===== src/rtl/pfx_pkg.sv =====
package pfx_pkg;
    typedef enum logic [1:0] {
        MD_PLAIN = 2'b00,
        MD_ALT1  = 2'b01,
        MD_ALT2  = 2'b10,
        MD_ALT3  = 2'b11
    } mode_e;

    typedef enum logic [2:0] {
        OC_OTHER,
        OC_TO,
        OC_WITH,
        OC_SETA1,
        OC_SETA2,
        OC_SETA3,
        OC_STORE,
        OC_LOAD
    } opcls_e;

    localparam int unsigned PTR_LAST = 11;
endpackage


===== src/rtl/pfx_classify.sv =====
module pfx_classify
    import pfx_pkg::*;
(
    input  logic [7:0] op_byte,
    output opcls_e     cls
);
    logic [3:0] lo_nib;
    assign lo_nib = op_byte[3:0];

    always_comb begin
        cls = OC_OTHER;
        unique case (op_byte[7:4])
            4'h1: cls = OC_TO;
            4'h2: cls = OC_WITH;
            4'h3: begin
                if (32'(lo_nib) <= PTR_LAST)  cls = OC_STORE;
                else if (lo_nib == 4'hD)      cls = OC_SETA1;
                else if (lo_nib == 4'hE)      cls = OC_SETA2;
                else if (lo_nib == 4'hF)      cls = OC_SETA3;
                else                          cls = OC_OTHER;
            end
            4'h4: cls = (32'(lo_nib) <= PTR_LAST) ? OC_LOAD : OC_OTHER;
            default: cls = OC_OTHER;
        endcase
    end
endmodule


===== src/rtl/pfx_state.sv =====
module pfx_state
    import pfx_pkg::*;
#(
    parameter int IDX_W = 4
) (
    input  logic             clk,
    input  logic             rst_n,
    input  logic             op_valid,
    input  opcls_e           cls,
    input  logic [IDX_W-1:0] op_idx,
    output mode_e            mode_q,
    output logic             b_q,
    output logic [IDX_W-1:0] src_q,
    output logic [IDX_W-1:0] dst_q
);
    mode_e            mode_n;
    logic             b_n;
    logic [IDX_W-1:0] src_n;
    logic [IDX_W-1:0] dst_n;

    always_ff @(posedge clk or negedge rst_n) begin
        if (!rst_n) begin
            mode_q <= MD_PLAIN;
            b_q    <= 1'b0;
            src_q  <= '0;
            dst_q  <= '0;
        end else begin
            mode_q <= mode_n;
            b_q    <= b_n;
            src_q  <= src_n;
            dst_q  <= dst_n;
        end
    end

    always_comb begin
        mode_n = mode_q;
        b_n    = b_q;
        src_n  = src_q;
        dst_n  = dst_q;
        if (op_valid) begin
            unique case (cls)
                OC_WITH: begin
                    b_n   = 1'b1;
                    src_n = op_idx;
                    dst_n = op_idx;
                end
                OC_TO: begin
                    if (b_q) begin
                        mode_n = MD_PLAIN;
                        b_n    = 1'b0;
                        src_n  = '0;
                        dst_n  = '0;
                    end else begin
                        dst_n = op_idx;
                    end
                end
                OC_SETA1: begin
                    mode_n = mode_e'(mode_q | MD_ALT1);
                    b_n    = 1'b0;
                end
                OC_SETA2: begin
                    mode_n = mode_e'(mode_q | MD_ALT2);
                    b_n    = 1'b0;
                end
                OC_SETA3: begin
                    mode_n = MD_ALT3;
                    b_n    = 1'b0;
                end
                default: begin
                    mode_n = MD_PLAIN;
                    b_n    = 1'b0;
                    src_n  = '0;
                    dst_n  = '0;
                end
            endcase
        end
    end

    a_r2_pair_selects: assert property (@(posedge clk) disable iff (!rst_n)
        (op_valid && cls == OC_WITH) |=>
            (b_q && src_q == $past(op_idx) && dst_q == $past(op_idx) && $stable(mode_q)));

    a_r4_move_clears: assert property (@(posedge clk) disable iff (!rst_n)
        (op_valid && cls == OC_TO && b_q) |=>
            (!b_q && mode_q == MD_PLAIN && src_q == '0 && dst_q == '0));

    a_r5_alt_drops_pair: assert property (@(posedge clk) disable iff (!rst_n)
        (op_valid && cls inside {OC_SETA1, OC_SETA2, OC_SETA3}) |=>
            (!b_q && $stable(src_q) && $stable(dst_q) && mode_q != MD_PLAIN));

    a_r6_complete_clears: assert property (@(posedge clk) disable iff (!rst_n)
        (op_valid && cls inside {OC_OTHER, OC_STORE, OC_LOAD}) |=>
            (mode_q == MD_PLAIN && !b_q && src_q == '0 && dst_q == '0));

    a_r10_idle_holds: assert property (@(posedge clk) disable iff (!rst_n)
        !op_valid |=> ($stable(mode_q) && $stable(b_q) && $stable(src_q) && $stable(dst_q)));
endmodule


===== src/rtl/pfx_move.sv =====
module pfx_move
    import pfx_pkg::*;
#(
    parameter int DATA_W = 16,
    parameter int IDX_W  = 4
) (
    input  logic              op_valid,
    input  opcls_e            cls,
    input  logic              b_q,
    input  logic [IDX_W-1:0]  op_idx,
    input  logic [DATA_W-1:0] src_rdata,
    output logic              wr_en,
    output logic [IDX_W-1:0]  wr_idx,
    output logic [DATA_W-1:0] wr_data,
    output logic              pc_step
);
    localparam logic [IDX_W-1:0] PC_IDX = '1;

    logic is_move;

    always_comb begin
        is_move = op_valid && (cls == OC_TO) && b_q;
        wr_en   = is_move;
        wr_idx  = op_idx;
        wr_data = src_rdata;
        pc_step = op_valid && !(is_move && op_idx == PC_IDX);
    end
endmodule


===== src/rtl/pfx_mem_decode.sv =====
module pfx_mem_decode
    import pfx_pkg::*;
#(
    parameter int DATA_W = 16,
    parameter int IDX_W  = 4
) (
    input  logic              op_valid,
    input  opcls_e            cls,
    input  logic [IDX_W-1:0]  op_idx,
    input  logic              alt1,
    input  logic [DATA_W-1:0] ptr_rdata,
    output logic              mem_req,
    output logic              mem_we,
    output logic              mem_byte,
    output logic [IDX_W-1:0]  ptr_idx,
    output logic [DATA_W-1:0] addr_lo,
    output logic [DATA_W-1:0] addr_hi
);
    localparam logic [DATA_W-1:0] PAIR_FLIP = DATA_W'(1);

    always_comb begin
        mem_req  = op_valid && (cls == OC_STORE || cls == OC_LOAD);
        mem_we   = op_valid && (cls == OC_STORE);
        mem_byte = alt1;
        ptr_idx  = op_idx;
        addr_lo  = ptr_rdata;
        addr_hi  = ptr_rdata ^ PAIR_FLIP;
    end
endmodule


===== src/rtl/pfx_select_decoder.sv =====
module pfx_select_decoder
    import pfx_pkg::*;
#(
    parameter int DATA_W = 16,
    parameter int IDX_W  = 4
) (
    input  logic              clk,
    input  logic              rst_n,
    input  logic              op_valid,
    input  logic [7:0]        op_byte,
    input  logic [DATA_W-1:0] src_rdata,
    input  logic [DATA_W-1:0] ptr_rdata,
    output logic [IDX_W-1:0]  src_idx,
    output logic [IDX_W-1:0]  dst_idx,
    output logic              alt1,
    output logic              alt2,
    output logic              b_flag,
    output logic              wr_en,
    output logic [IDX_W-1:0]  wr_idx,
    output logic [DATA_W-1:0] wr_data,
    output logic              pc_step,
    output logic              mem_req,
    output logic              mem_we,
    output logic              mem_byte,
    output logic [IDX_W-1:0]  ptr_idx,
    output logic [DATA_W-1:0] addr_lo,
    output logic [DATA_W-1:0] addr_hi
);
    opcls_e           cls;
    mode_e            mode;
    logic [IDX_W-1:0] op_idx;

    assign op_idx = op_byte[IDX_W-1:0];

    pfx_classify u_classify (
        .op_byte (op_byte),
        .cls     (cls)
    );

    pfx_state #(.IDX_W(IDX_W)) u_state (
        .clk      (clk),
        .rst_n    (rst_n),
        .op_valid (op_valid),
        .cls      (cls),
        .op_idx   (op_idx),
        .mode_q   (mode),
        .b_q      (b_flag),
        .src_q    (src_idx),
        .dst_q    (dst_idx)
    );

    assign alt1 = mode[0];
    assign alt2 = mode[1];

    pfx_move #(.DATA_W(DATA_W), .IDX_W(IDX_W)) u_move (
        .op_valid  (op_valid),
        .cls       (cls),
        .b_q       (b_flag),
        .op_idx    (op_idx),
        .src_rdata (src_rdata),
        .wr_en     (wr_en),
        .wr_idx    (wr_idx),
        .wr_data   (wr_data),
        .pc_step   (pc_step)
    );

    pfx_mem_decode #(.DATA_W(DATA_W), .IDX_W(IDX_W)) u_mem (
        .op_valid  (op_valid),
        .cls       (cls),
        .op_idx    (op_idx),
        .alt1      (alt1),
        .ptr_rdata (ptr_rdata),
        .mem_req   (mem_req),
        .mem_we    (mem_we),
        .mem_byte  (mem_byte),
        .ptr_idx   (ptr_idx),
        .addr_lo   (addr_lo),
        .addr_hi   (addr_hi)
    );

    a_r9_pc_move_no_step: assert property (@(posedge clk) disable iff (!rst_n)
        (wr_en && wr_idx == '1) |-> !pc_step);

    a_r7_width_follows_alt1: assert property (@(posedge clk) disable iff (!rst_n)
        mem_req |-> (mem_byte == alt1));

    a_r10_idle_quiet: assert property (@(posedge clk) disable iff (!rst_n)
        !op_valid |-> (!wr_en && !mem_req && !pc_step));

    a_r4_move_needs_pair: assert property (@(posedge clk) disable iff (!rst_n)
        wr_en |-> b_flag);
endmodule


===== config.mk =====
export PLATFORM = sky130hd
export DESIGN_NAME = pfx_select_decoder
export DESIGN_NICKNAME = d
export VERILOG_FILES = /design/src/rtl/pfx_pkg.sv /design/src/rtl/pfx_classify.sv /design/src/rtl/pfx_state.sv /design/src/rtl/pfx_move.sv /design/src/rtl/pfx_mem_decode.sv /design/src/rtl/pfx_select_decoder.sv
export SDC_FILE = /design/constraint.sdc
export NUM_CORES = 1
export LEC_CHECK = 0
export ABC_AREA = 0
export BUFFER_PORTS_ARGS = -buffer_cell sky130_fd_sc_hd__buf_2
export CAP_MARGIN = 20
export CORE_MARGIN = 3
export CORE_UTILIZATION = 23
export CTS_CLUSTER_DIAMETER = 80
export DETAILED_ROUTE_END_ITERATION = 7
export PLACE_DENSITY_LB_ADDON = 0.08
export SLEW_MARGIN = 20
export SYNTH_ARGS = -nofsm -noshare
export SYNTH_HDL_FRONTEND = slang
export SYNTH_SLANG_ARGS = --single-unit

===== constraint.sdc =====
create_clock -name clk -period 1.7 [get_ports clk]
set_input_delay 0.34 -clock clk [delete_from_list [all_inputs] [get_ports clk]]
set_output_delay 0.34 -clock clk [all_outputs]
set_load 0.03 [all_outputs]

# Word-level counts from Yosys, hierarchy flattened
# Index checks and enable logic that the tools add are counted.
# word_totals
reg_bits	11
latchBits	0
mem_bits_rw	0
romBits	0
inputBits	43
output_inout_bits	72
elab_cells	52
mem_count	0
# classes
addsub	0
multipliers	0
div_mod_pow	0
magnitude_cmp	1
eq_ne	15
shift	0
muxes	13
bitwise_logic	5
reduce_logical	13
# op_table
op	n
4-bit one-hot mux with 3 select lines	2
3-bit 2-to-1 mux	5
3-bit equality test (second input constant)	4
4-bit equality test (second input constant)	3
3-bit one-hot mux with 4 select lines	1
2-bit one-hot mux with 5 select lines	1
4-bit by 2-bit equality test with 1-bit output (second input constant)	2
4-bit 2-to-1 mux	2
4-bit AND reduction	2
3-bit by 2-bit equality test with 1-bit output (second input constant)	2
1-bit logical AND	6
1-bit inverter	5
4-bit by 1-bit equality test with 1-bit output (second input constant)	1
4-bit by 3-bit equality test with 1-bit output (second input constant)	1
4-bit less-or-equal comparator (second input constant)	1
3-bit by 1-bit equality test with 1-bit output (second input constant)	1
3-bit AND reduction	1
3-bit OR reduction	1
2-bit 2-to-1 mux	1
2-bit inequality test (second input constant)	1
2-bit AND reduction	1
1-bit zero test	1
1-bit logical OR	1
1-bit 2-to-1 mux	1

# Depth between registers and ports, before layout
# Gate-level depths: netlist of the first run.
# logic_depth
ltp_word	12
ltp_mapped	6

# Modules after synthesis
# A second synthesis of the first run with hierarchy kept.
# hier_totals
hier_cells	129
area_unflattened_um2	1114.8
# modules_own_cells
mod	instances	cells_per_inst	area_each_um2	seq_area_each_um2
pfx_state	1	51	544.3	275.3
pfx_mem_decode	1	39	290.3	0.0
pfx_move	1	24	185.2	0.0
pfx_classify	1	15	95.1	0.0

# Least setup slack after synthesis of the first run
# Ideal clock, no wire load.
# synth_timing
kind	input port to output port
start	input op_valid
end	output wr_en
arrival_time_ns	1.703
required_ns	1.360
setup_slack_ns	-0.343
stages	3
n_path_buf	1
cell_sequence	buf_2 nand2_1 nor4b_1
# synth_via
elab_chain_len	2
# synth_rtl
element	line_no	rtl
start: declaration	pfx_select_decoder.sv:9	input logic op_valid,
1-bit logical AND (2 in a row)	pfx_move.sv:22	is_move = op_valid && (cls == OC_TO) && b_q;
end: declaration	pfx_select_decoder.sv:18	output logic wr_en,
# Every way passes these cells.

# Worst setup path in the final report of the first run
# layout_timing
start	input op_byte[2]
end	output mem_req
# layout_via
elab_chain_len	9
elab_cells_between_ends	14
# layout_rtl
element	line_no	rtl
start: declaration	pfx_select_decoder.sv:10	input logic [7:0] op_byte,
4-bit equality test	pfx_classify.sv:19	else if (lo_nib == 4'hF) cls = OC_SETA3;
3-bit 2-to-1 mux	pfx_classify.sv:19	
3-bit 2-to-1 mux	pfx_classify.sv:18	else if (lo_nib == 4'hE) cls = OC_SETA2;
3-bit 2-to-1 mux	pfx_classify.sv:17	else if (lo_nib == 4'hD) cls = OC_SETA1;
3-bit 2-to-1 mux	pfx_classify.sv:16	if (32'(lo_nib) <= PTR_LAST) cls = OC_STORE;
3-bit one-hot mux with 4 select lines *	pfx_classify.sv:12	unique case (op_byte[7:4])
3-bit equality test	pfx_mem_decode.sv:22	mem_req = op_valid && (cls == OC_STORE || cls == OC_LOAD);
1-bit logical OR *	pfx_mem_decode.sv:22	
1-bit logical AND *	pfx_mem_decode.sv:22	
end: declaration	pfx_select_decoder.sv:22	output logic mem_req,
# Mark *: on every way between the ends. The rest lies on a longest branch, timed or not.

==> results of run 1 <==
[registers in the layout (all words and copies together), names as in the netlist]
register        count
u_state.b_q         1
u_state.dst_q       4
u_state.mode_q      2
u_state.src_q       4
[cells by family (layout without fill, tap and decap cells)]
group,Yosys count,count (layout)
AOI/OAI and AO/OA,24,24
DFF,11,11
muxes,1,1
buffers and inverters,62,58
and+or+nand+nor,32,32
[worst paths after layout]
check / startpoint / slack [ns] / depth (start not counted) / end
max: op_byte[2] / 0.06 / 5 / mem_req
min: op_valid / 0.36 / 2 / u_state.dst_q[1]$_DFFE_PN0P_
max reg2reg: u_state.b_q$_DFFE_PN0P_ / 0.27 / 5 / u_state.mode_q[0]$_DFFE_PN0P_
min reg2reg: u_state.src_q[0]$_DFFE_PN0P_ / 0.50 / 1 / u_state.src_q[0]$_DFFE_PN0P_
max in group asynchronous: rst_n / 0.98 / 2 / u_state.mode_q[0]$_DFFE_PN0P_
min in group asynchronous: rst_n / 0.51 / 2 / u_state.dst_q[3]$_DFFE_PN0P_
[worst max-delay path: cells and delay by family]
kind	cells	cell delay (ns)
AND/OR/NAND/NOR	2	0.54
AO/OA/AOI/OAI	1	0.12
buffers and inverters	2	0.30
[power breakdown]
part	switching [W]	total, W	internal [W]
registers	0.00000473	0.000274	0.000269
logic	0.000124	0.000192	0.0000679
clock network	0.0000932	0.000258	0.000164
total	0.000222	0.000723	0.000502
[per-layer routing]
metal  routed length, um  vias to the layer above  GRT usage [%]
met5                   0                        -              0
met4                  28                        0           5.05
met3                 206                       12           1.87
met2                1180                       39           13.6
met1                1250                      386           14.0
li1                    -                      376              -
[timing repair]
item | in CTS | in global routing
endpoints found under the hold margin | 11 | 0
hold buffers | 1 | 0
buffers inserted | 0 | 0
setup endpoints to repair | 0 | 0
[cells in the mapped netlist (all sizes together) (2+ instances only)]
master | n | share of area (%)
a21oi | 7 | 3.2
a22o | 4 | 3.2
a22oi | 5 | 4.7
buf | 58 | 40
dfrtp | 11 | 25
inv | 3 | 1.0
nand2 | 9 | 3.3
nor2 | 7 | 2.4
nor2b | 2 | 1.1
nor3b | 3 | 2.5
o21ai | 3 | 1.4
or3 | 2 | 1.6
[stage by stage]
step / util (%) / setup WS, ns / instance area, sq um
2_1_floorplan: - / 0.0421 / 1110
3_3_place_gp: 22.8 / 0.0600 / 1020
3_5_place_dp: 22.8 / 0.0501 / 1020
4_1_cts: 24.0 / 0.0501 / 1070
5_1_grt: 24.0 / 0.0238 / 1070
6_report: 24.0 / 0.0589 / 1070
[cell type report]
type                            instances  area [sq um]  area share (%)
Multi-Input combinational cell         57           385            35.9
Timing Repair Buffer                   51           293            27.2
Sequential cell                        11           275            25.6
Tap cell                               52          65.1            6.05
Clock buffer                            4          45.0            4.19
Inverter                                3          11.3            1.05
==> out/qor.log, run 1 <==
INFO  outcome        run_status=finished clean
INFO  sta            max_slew_vio_count=0
INFO  sta            rsz0062_at_grt=no
INFO  route          post-route-drc-count=0
INFO  route          wl=2.66mm
INFO  grt            antenna_violations_before_repair=0
INFO  final_layout   num_antenna_cells=0
INFO  final_layout   most_common_cell_after_layout_fill_and_taps_aside=buf_2
INFO  route          first_pass_iters=4
INFO  route          average_vias_per_placed_instance=4.57
INFO  critical_path  worst-endpoint-arrival=1.30ns
INFO  final_layout   drive_above_1_share=48.4%
INFO  job            max-cap-violations=0
INFO  critical_path  timing.critical_path.mode_cell=buf_2
INFO  route          routed_wire_length_per_instance=15.0um
INFO  die            io_pins=115
INFO  yosys          post_synth_fa_ha_maj_area_fraction=0%
INFO  sta            layout_min_cycle_time=1.64ns
INFO  place          hpwl=2.12mm
INFO  grt            grt_remaining_overflow=0
INFO  yosys          synth_nets=173
INFO  yosys          async_reset_ff_share=100%
INFO  cts            h-tree-depth=1
INFO  critical_path  critical_path.cell_chain=buf_2 > and2_1 > or3_1 > a21oi_2 > buf_2
INFO  cts            ctsLongestPathBuffers=2
INFO  yosys          synth.mux.area_fraction=0.910%
INFO  critical_path  crit_path_max_incr_delay=0.37ns
INFO  yosys          synth-compound-area-share=15.8%
INFO  critical_path  endpoint_kind=output port
INFO  final_layout   stdcell_count=178
INFO  grt            gr-usage-all-layers=9.73%
INFO  yosys          syn_area=1100squm
INFO  route          detailroute.via_count=813
INFO  die            num_rows=24
INFO  yosys          synth_top_family_by_area=buffers and inverters
INFO  yosys          synth_seq_area_share=25.0%
INFO  grt            grt_pass1_vias=813
INFO  grt            grt_pass1_wl=4.24mm
INFO  die            core_area=4470squm
INFO  yosys          synth.yosys.warnings=0
INFO  final_layout   syn_to_final_growth=-2.28%
INFO  sta            finalSetupViolCount=0
INFO  sta            hold_slack=0.361ns
INFO  worst_hold_path worst_hold_path_type=in2reg
INFO  critical_path  cp_data_required_time=1.36ns
INFO  route          drt_iter0_drc=19
INFO  sta            clock-skew-final=0.00247ns
INFO  die            design.die.area=5650squm
INFO  yosys          postSynthCellCount=130
INFO  route          remaining_antenna_violation_count=0
INFO  cts            ctsResizeCount=0
INFO  yosys          synth_cell_type_count=35
INFO  cts            clock_sink_count=11
INFO  yosys          synth_xor_area_share=0%
INFO  cts            tritoncts_clock_tree=built
INFO  sta            maxClockFrequency=0.609GHz
INFO  pwr            p_leak=0.548nW
INFO  sta            tightest_slew=0.344ns
INFO  place          gp_congestion=0.786
INFO  sta            max_slew_margin=77.0%
INFO  yosys          synth_enable_flop_cells=0
INFO  final_layout   final.fill_count=490
INFO  final_layout   nNetsFinal=170
INFO  pwr            total_power=0.000723W
INFO  cts            skew_pair_late_insertion_delay=0.23ns
INFO  place          port_buffers=37
INFO  grt            grt_max_degree=12
INFO  sta            setup_tns=0ns
INFO  critical_path  critical_path_class=in2out
INFO  yosys          synth.avg_cell_area=8.46squm
INFO  die            die_width=75.2um
INFO  yosys          top_ff_cell_synth=dfrtp_1
INFO  sta            layout_worst_path_cycle_share=96.5%
INFO  sta            final-hold-violation-count=0
INFO  yosys          synth-simple-area-share=17.2%
INFO  cts            cts_made_buffers=3
INFO  critical_path  crit_slowest_cell=or3_1
INFO  cts            clk_transition_reported_paths=0.05ns
INFO  die            die_h=75.2um
INFO  place          dpl.cell_count=173
INFO  die            initial_utilization=24.6%
INFO  final_layout   mostFrequentLayoutCells=37 x buf_2, 13 x buf_4, 11 x dfrtp_1
INFO  pwr            vdd.ir_drop.worst=0.218mV
INFO  yosys          ys_ff_latch=11
INFO  cts            clk_root_buffer_cell=clkbuf_8
INFO  pwr            power_per_cell_area=673nW/um^2
INFO  critical_path  worstPathMaxFanout=2
INFO  critical_path  critical_path.startpoint_type=input port
No activity file was read; power rests on OpenSTA's default activity.
==> run 2: changes to the inputs <==
==> constraint.sdc (replaced) <==
create_clock -name clk -period 1.7 [get_ports clk]
set_input_delay 0.34 -clock clk [delete_from_list [all_inputs] [get_ports clk]]
set_output_delay 0.34 -clock clk [all_outputs]
set_load 0.02 [all_outputs]
==> out/qor.log, run 2 (same netlist as run 1, synthesis figures left out) <==
INFO  place          port_buffers=37 [unchanged]
INFO  final_layout   reg.largest.list=u_state.dst_q x4, u_state.src_q x4, u_state.mode_q x2 [unchanged]
INFO  die            die_h=75.2um [unchanged]
INFO  grt            grt_pass1_wl=4.17mm [was 4.24 mm]
INFO  route          met3_length=291um [was 206 um]
INFO  sta            finalSetupViolCount=0 [unchanged]
INFO  route          wl_met2=1.16mm [was 1.18 mm]
INFO  grt            grt_pass1_vias=830 [was 813]
INFO  pwr            total_power=0.000703W [was 0.000723 W]
INFO  critical_path  critical_path.cell_chain=buf_2 > nor2_1 > nand2_1 > nor4b_2 > buf_2 [was buf_2 > and2_1 > or3_1 > a21oi_2 > buf_2]
INFO  final_layout   drive_above_1_share=43.7% [was 48.4%]
INFO  die            initial_utilization=24.6% [unchanged]
INFO  die            core_area=4470squm [unchanged]
INFO  route          average_vias_per_placed_instance=4.50 [was 4.57]
INFO  critical_path  worstPathMaxFanout=5 [was 2]
INFO  sta            final-hold-violation-count=0 [unchanged]
INFO  route          first_pass_iters=4 [unchanged]
INFO  place          place_area=961squm [was 1020 sq um]
INFO  critical_path  worst_setup_path_endpoint=wr_en [was mem_req]
INFO  sta            max_slew_margin=78.6% [was 77.0%]
INFO  route          met1Wirelength=1.13mm [was 1.25 mm]
INFO  pwr            power_report.internal_total=0.000492W [was 0.000502 W]
INFO  sta            max_slew_vio_count=0 [unchanged]
INFO  critical_path  crit_path_max_incr_delay=0.29ns [was 0.37 ns]
INFO  grt            gr-usage-all-layers=9.71% [was 9.73%]
INFO  critical_path  critical_path_class=in2out [unchanged]
INFO  critical_path  timing.rr.start=u_state.b_q$_DFFE_PN0P_ [unchanged]
INFO  critical_path  depth_of_the_worst_register_to_register_path=5 [unchanged]
INFO  worst_hold_path worst_hold_path_type=in2reg [unchanged]
INFO  critical_path  timing.critical_path.mode_cell=buf_2 [unchanged]
INFO  grt            grt_max_degree=12 [unchanged]
INFO  pwr            clock_power_share=38.3% [was 35.6%]
INFO  sta            setup_tns=0ns [unchanged]
INFO  route          post-route-drc-count=0 [unchanged]
INFO  place          gp_congestion=0.762 [was 0.786]
INFO  pwr            combinationalPowerShare=22.7% [was 26.5%]
INFO  grt            antenna_violations_before_repair=0 [unchanged]
INFO  die            io_pins=115 [unchanged]
INFO  cts            tritoncts_clock_tree=built [unchanged]
INFO  final_layout   mostFrequentLayoutCells=36 x buf_2, 11 x dfrtp_1, 8 x nand2_1 [was 37 x buf_2, 13 x buf_4, 11 x dfrtp_1]
INFO  route          detailroute.via_count=769 [was 813]
INFO  cts            clock_sink_count=11 [unchanged]
INFO  final_layout   most_common_cell_after_layout_fill_and_taps_aside=buf_2 [unchanged]
INFO  critical_path  reg2reg_setup_slack=0.27ns [about the same]
INFO  final_layout   final.fill_count=505 [was 490]
INFO  critical_path  cp_data_required_time=1.36ns [about the same]
INFO  cts            h-tree-depth=1 [unchanged]
INFO  cts            clk_root_buffer_cell=clkbuf_8 [unchanged]
INFO  sta            layout_worst_path_cycle_share=96.0% [was 96.5%]
INFO  sta            tightest_slew=0.320ns [was 0.344 ns]
INFO  outcome        run_status=finished clean [unchanged]
INFO  die            design.die.area=5650squm [unchanged]
INFO  critical_path  endpoint_kind=output port [unchanged]
INFO  pwr            vdd.ir_drop.worst=0.208mV [was 0.218 mV]
INFO  sta            clock-skew-final=0.00364ns [was 0.00247 ns]
INFO  critical_path  timing.rr.end=u_state.mode_q[0]$_DFFE_PN0P_ [unchanged]
INFO  sta            maxClockFrequency=0.613GHz [was 0.609 GHz]
INFO  sta            rsz0062_at_grt=no [unchanged]
INFO  route          drt_iter0_drc=72 [was 19]
INFO  final_layout   nNetsFinal=163 [was 170]
INFO  route          wl=2.63mm [was 2.66 mm]
INFO  sta            layout_min_cycle_time=1.63ns [was 1.64 ns]
INFO  final_layout   final_cell_area=1020squm [was 1070 sq um]
INFO  final_layout   final_core_utilization=22.8% [was 24.0%]
INFO  critical_path  worst-endpoint-arrival=1.29ns [was 1.30 ns]
INFO  sta            hold_slack=0.397ns [was 0.361 ns]
INFO  cts            clk_transition_reported_paths=0.05ns [about the same]
INFO  route          top_layer_used=met4 [unchanged]
INFO  final_layout   num_antenna_cells=0 [unchanged]
INFO  pwr            p_leak=0.515nW [was 0.548 nW]
INFO  route          remaining_antenna_violation_count=0 [unchanged]
INFO  cts            skew_pair_late_insertion_delay=0.24ns [was 0.23 ns]
INFO  critical_path  crit_slowest_cell=nor4b_2 [was or3_1]
INFO  pwr            power_per_cell_area=690nW/um^2 [was 673 nW/um^2]
INFO  place          hpwl=2.07mm [was 2.12 mm]
INFO  critical_path  critical_path.startpoint_type=input port [unchanged]
INFO  die            die_width=75.2um [unchanged]
INFO  final_layout   syn_to_final_growth=-7.39% [was -2.28%]
INFO  cts            cts.repair_timing.setup_buffer_count=0 [unchanged]
INFO  job            max-cap-violations=0 [unchanged]
INFO  pwr            switching_power=0.000211W [was 0.000222 W]
INFO  die            num_rows=24 [unchanged]
INFO  grt            grt_remaining_overflow=0 [unchanged]
INFO  pwr            power.share.switching=30.0% [was 30.6%]
INFO  route          routed_wire_length_per_instance=15.4um [was 15.0 um]
INFO  critical_path  worstSetupStartpoint=op_byte[7] [was op_byte[2]]
INFO  cts            ctsLongestPathBuffers=2 [unchanged]
INFO  cts            cts_made_buffers=3 [unchanged]
INFO  pwr            power_frac_seq=39.0% [was 37.9%]
-- run 2: final cells by class --
| cell class | instances | area (sq um) | share of cell area (%) |
|---|---|---|---|
| Multi-Input combinational cell | 57 | 379 | 37.2 |
| Sequential cell | 11 | 275 | 27.0 |
| Timing Repair Buffer | 44 | 243 | 23.8 |
| Tap cell | 52 | 65.1 | 6.39 |
| Clock buffer | 4 | 45.0 | 4.42 |
| Inverter | 3 | 11.3 | 1.11 |
-- run 2: routing by layer --
layer  vias to the layer above  GRT usage (%)
li1                        363              -
met2                        43           14.6
met5                         -              0
met3                        14           3.47
met1                       349           12.6
met4                         0           4.08
-- run 2: metrics by stage --
stage / setup slack [ns] / cells
global placement: 0.0596 / 166
floorplan: 0.0294 / 130
global route: 0.00794 / 171
finish: 0.0677 / 171
CTS: 0.0710 / 171
detailed placement: 0.0804 / 166
-- run 2: power groups by stage --
stage               registers, W  logic, W  clock network [W]
finish                  0.000275  0.000159           0.000269
global route            0.000276  0.000177           0.000288
CTS                     0.000275  0.000163           0.000282
detailed placement      0.000279  0.000161                  0
global placement        0.000279  0.000163                  0
floorplan               0.000287  0.000253                  0
-- run 2: repair_timing --
action	in CTS	in global routing
setup endpoints to repair	0	1
gates resized for setup	0	1
hold buffers	1	0
hold endpoints to repair	11	0
-- run 2: critical path: cells and delay by family --
family	cells	cell delay [ns]
simple gates	3	0.59
buf+inv	2	0.35
-- run 2: worst min path at each step --
stage / start / end / slack, ns / cells past startpoint
3_5_place_dp: rst_n / u_state.dst_q[2]$_DFFE_PN0P_ / 0.24 / 1
4_1_cts: op_byte[3] / u_state.src_q[3]$_DFFE_PN0P_ / 0.40 / 2
2_1_floorplan: rst_n / u_state.b_q$_DFFE_PN0P_ / 0.04 / 0
3_3_place_gp: rst_n / u_state.dst_q[2]$_DFFE_PN0P_ / 0.24 / 1
5_1_grt: op_byte[3] / u_state.src_q[3]$_DFFE_PN0P_ / 0.42 / 2
6_report: op_byte[3] / u_state.src_q[3]$_DFFE_PN0P_ / 0.40 / 2
==> run 3: changes to the inputs <==
==> constraint.sdc (replaced) <==
create_clock -name clk -period 1.35 [get_ports clk]
set_input_delay 0.27 -clock clk [delete_from_list [all_inputs] [get_ports clk]]
set_output_delay 0.27 -clock clk [all_outputs]
set_load 0.02 [all_outputs]
==> out/qor.log, run 3 (same netlist as run 1, synthesis figures left out) <==
INFO  sta            clock-skew-final=0.00302ns [was 0.00364 ns]
INFO  final_layout   num_antenna_cells=0 [unchanged]
INFO  final_layout   nNetsFinal=188 [was 163]
INFO  grt            grt_pass1_wl=4.85mm [was 4.17 mm]
INFO  route          drt_iter0_drc=36 [was 72]
INFO  sta            setup_tns=-0.0957ns [was 0 ns]
INFO  worst_hold_path hold_path.startpoint=op_byte[3] [unchanged]
INFO  grt            grt_pass1_vias=943 [was 830]
INFO  grt            grt_remaining_overflow=0 [unchanged]
INFO  cts            clk_root_buffer_cell=clkbuf_8 [unchanged]
INFO  grt            grt_max_degree=12 [unchanged]
INFO  cts            clock_sink_count=11 [unchanged]
INFO  job            max-cap-violations=0 [unchanged]
INFO  die            core_area=4470squm [unchanged]
INFO  critical_path  critical_path_class=in2out [unchanged]
INFO  outcome        run_status=finished with violations [was finished clean]
INFO  final_layout   syn_to_final_growth=28.3% [was -7.39%]
INFO  place          gp_congestion=0.790 [was 0.762]
INFO  sta            final-hold-violation-count=0 [unchanged]
INFO  final_layout   drive_above_1_share=66.7% [was 43.7%]
INFO  cts            clk_transition_reported_paths=0.05ns [about the same]
INFO  die            die_width=75.2um [unchanged]
INFO  sta            layout_worst_path_cycle_share=104%
INFO  die            io_pins=115 [unchanged]
INFO  die            die_h=75.2um [unchanged]
INFO  sta            setup_ws=-0.0490ns [was 0.0677 ns]
INFO  route          wl=3.10mm [was 2.63 mm]
INFO  sta            max_slew_vio_count=0 [unchanged]
INFO  pwr            p_leak=0.678nW [was 0.515 nW]
INFO  critical_path  worstSetupStartpoint=op_byte[2] [was op_byte[7]]
INFO  final_layout   most_common_cell_after_layout_fill_and_taps_aside=buf_4 [was buf_2]
INFO  sta            finalSetupViolCount=5 [was 0]
INFO  outcome        violations=negative setup slack
INFO  critical_path  worst-endpoint-arrival=1.13ns [was 1.29 ns]
INFO  grt            gr-usage-all-layers=11.3% [was 9.71%]
INFO  place          hpwl=2.44mm [was 2.07 mm]
INFO  final_layout   mostFrequentLayoutCells=29 x buf_4, 27 x buf_2, 10 x dfrtp_1 [was 36 x buf_2, 11 x dfrtp_1, 8 x nand2_1]
INFO  pwr            total_power=0.000994W [was 0.000703 W]
INFO  final_layout   stdcell_count=196 [was 171]
INFO  place          dpl.cell_count=187 [was 166]
INFO  grt            antenna_violations_before_repair=0 [unchanged]
INFO  sta            tightest_slew=0.290ns [was 0.320 ns]
INFO  die            design.die.area=5650squm [unchanged]
INFO  cts            h-tree-depth=1 [unchanged]
INFO  place          port_buffers=37 [unchanged]
INFO  die            initial_utilization=24.6% [unchanged]
INFO  sta            rsz0062_at_grt=yes [was no]
INFO  final_layout   reg.largest.list=u_state.dst_q x4, u_state.src_q x4, u_state.mode_q x2 [unchanged]
INFO  route          detailroute.via_count=885 [was 769]
INFO  critical_path  worstPathMaxFanout=3 [was 5]
INFO  cts            ctsLongestPathBuffers=2 [unchanged]
INFO  cts            skew_pair_late_insertion_delay=0.24ns [about the same]
INFO  sta            layout_min_cycle_time=1.40ns
INFO  final_layout   final.fill_count=476 [was 505]
INFO  sta            hold_slack=0.383ns [was 0.397 ns]
INFO  route          remaining_antenna_violation_count=0 [unchanged]
INFO  worst_hold_path worst_hold_path_type=in2reg [unchanged]
INFO  pwr            power_per_cell_area=704nW/um^2 [was 690 nW/um^2]
INFO  critical_path  critical_path.startpoint_type=input port [unchanged]
INFO  die            num_rows=24 [unchanged]
INFO  critical_path  endpoint_kind=output port [unchanged]
INFO  sta            max_slew_margin=80.7% [was 78.6%]
INFO  cts            tritoncts_clock_tree=built [unchanged]
INFO  critical_path  cp_data_required_time=1.08ns [was 1.36 ns]
INFO  route          post-route-drc-count=0 [unchanged]
INFO  critical_path  timing.rr.start=u_state.b_q$_DFFE_PN0P_ [unchanged]
INFO  route          routed_wire_length_per_instance=15.8um [was 15.4 um]
INFO  route          first_pass_iters=4 [unchanged]
INFO  place          dpl_worst_slack=-0.119ns [was 0.0804 ns]
INFO  sta            maxClockFrequency=0.715GHz
INFO  pwr            vdd.ir_drop.worst=0.364mV [was 0.208 mV]
INFO  cts            cts_made_buffers=3 [unchanged]
INFO  route          average_vias_per_placed_instance=4.52 [was 4.50]
## run 3: cell count changes in the layout (fill, tap and decap cells not counted), moves of 3 or more
cell / previous run / this run
a21oi_1: 7 / 3
a21oi_2: 0 / 3
a22oi_1: 4 / 0
a22oi_2: 0 / 4
buf_2: 36 / 27
buf_4: 7 / 29
buf_6: 0 / 9
nor2_1: 7 / 3
nor2_4: 0 / 3
## run 3: critical path, cell delays in order
cell	delay, ns
buf_6	0.09
and2_4	0.15
or3_4	0.36
a21oi_4	0.13
buf_6	0.13
## run 3: stage by stage
step           utilization [%]  cell area, sq um
6_report                  31.5              1410
5_1_grt                   31.5              1410
4_1_cts                   29.9              1340
3_5_place_dp              25.4              1140
3_3_place_gp              25.4              1140
2_1_floorplan                -              1130
## run 3: per-layer routing
layer / vias up / track usage, % / share of wire [%]
met4: 0 / 5.24 / 1.8
met5: - / 0 / 0
met2: 50 / 17.5 / 46
met3: 13 / 2.27 / 8.6
met1: 407 / 15.0 / 43
li1: 415 / - / -
## run 3: area by class of cell
type,instances,area [sq um],share of cell area (%)
inverters,3,11.3,0.798
multi-input cells,57,507,35.9
clock buffers,4,45.0,3.19
repair buffers,69,507,35.9
well taps,52,65.1,4.61
flip-flops and latches,11,277,19.6
## run 3: worst paths after layout
check	to	slack [ns]	cells past startpoint
max	mem_req	-0.05	5
min	u_state.src_q[3]$_DFFE_PN0P_	0.38	3
max in group asynchronous	u_state.b_q$_DFFE_PN0P_	0.70	2
min in group asynchronous	u_state.dst_q[3]$_DFFE_PN0P_	0.43	2
min reg2reg	u_state.src_q[1]$_DFFE_PN0P_	0.50	1
max reg2reg	u_state.mode_q[0]$_DFFE_PN0P_	0	5
## run 3: power by group
group          total (W)  internal, W  switching (W)
Clock           0.000330     0.000207       0.000122
Sequential      0.000346     0.000339     0.00000661
Combinational   0.000319     0.000153       0.000166
## run 3: timing repair
item,CTS,global route
pin swaps,5,10
setup buffers,3,2
gates resized for setup,28,16
hold endpoints to repair,11,0
setup endpoints to repair,9,10
hold buffers,1,0
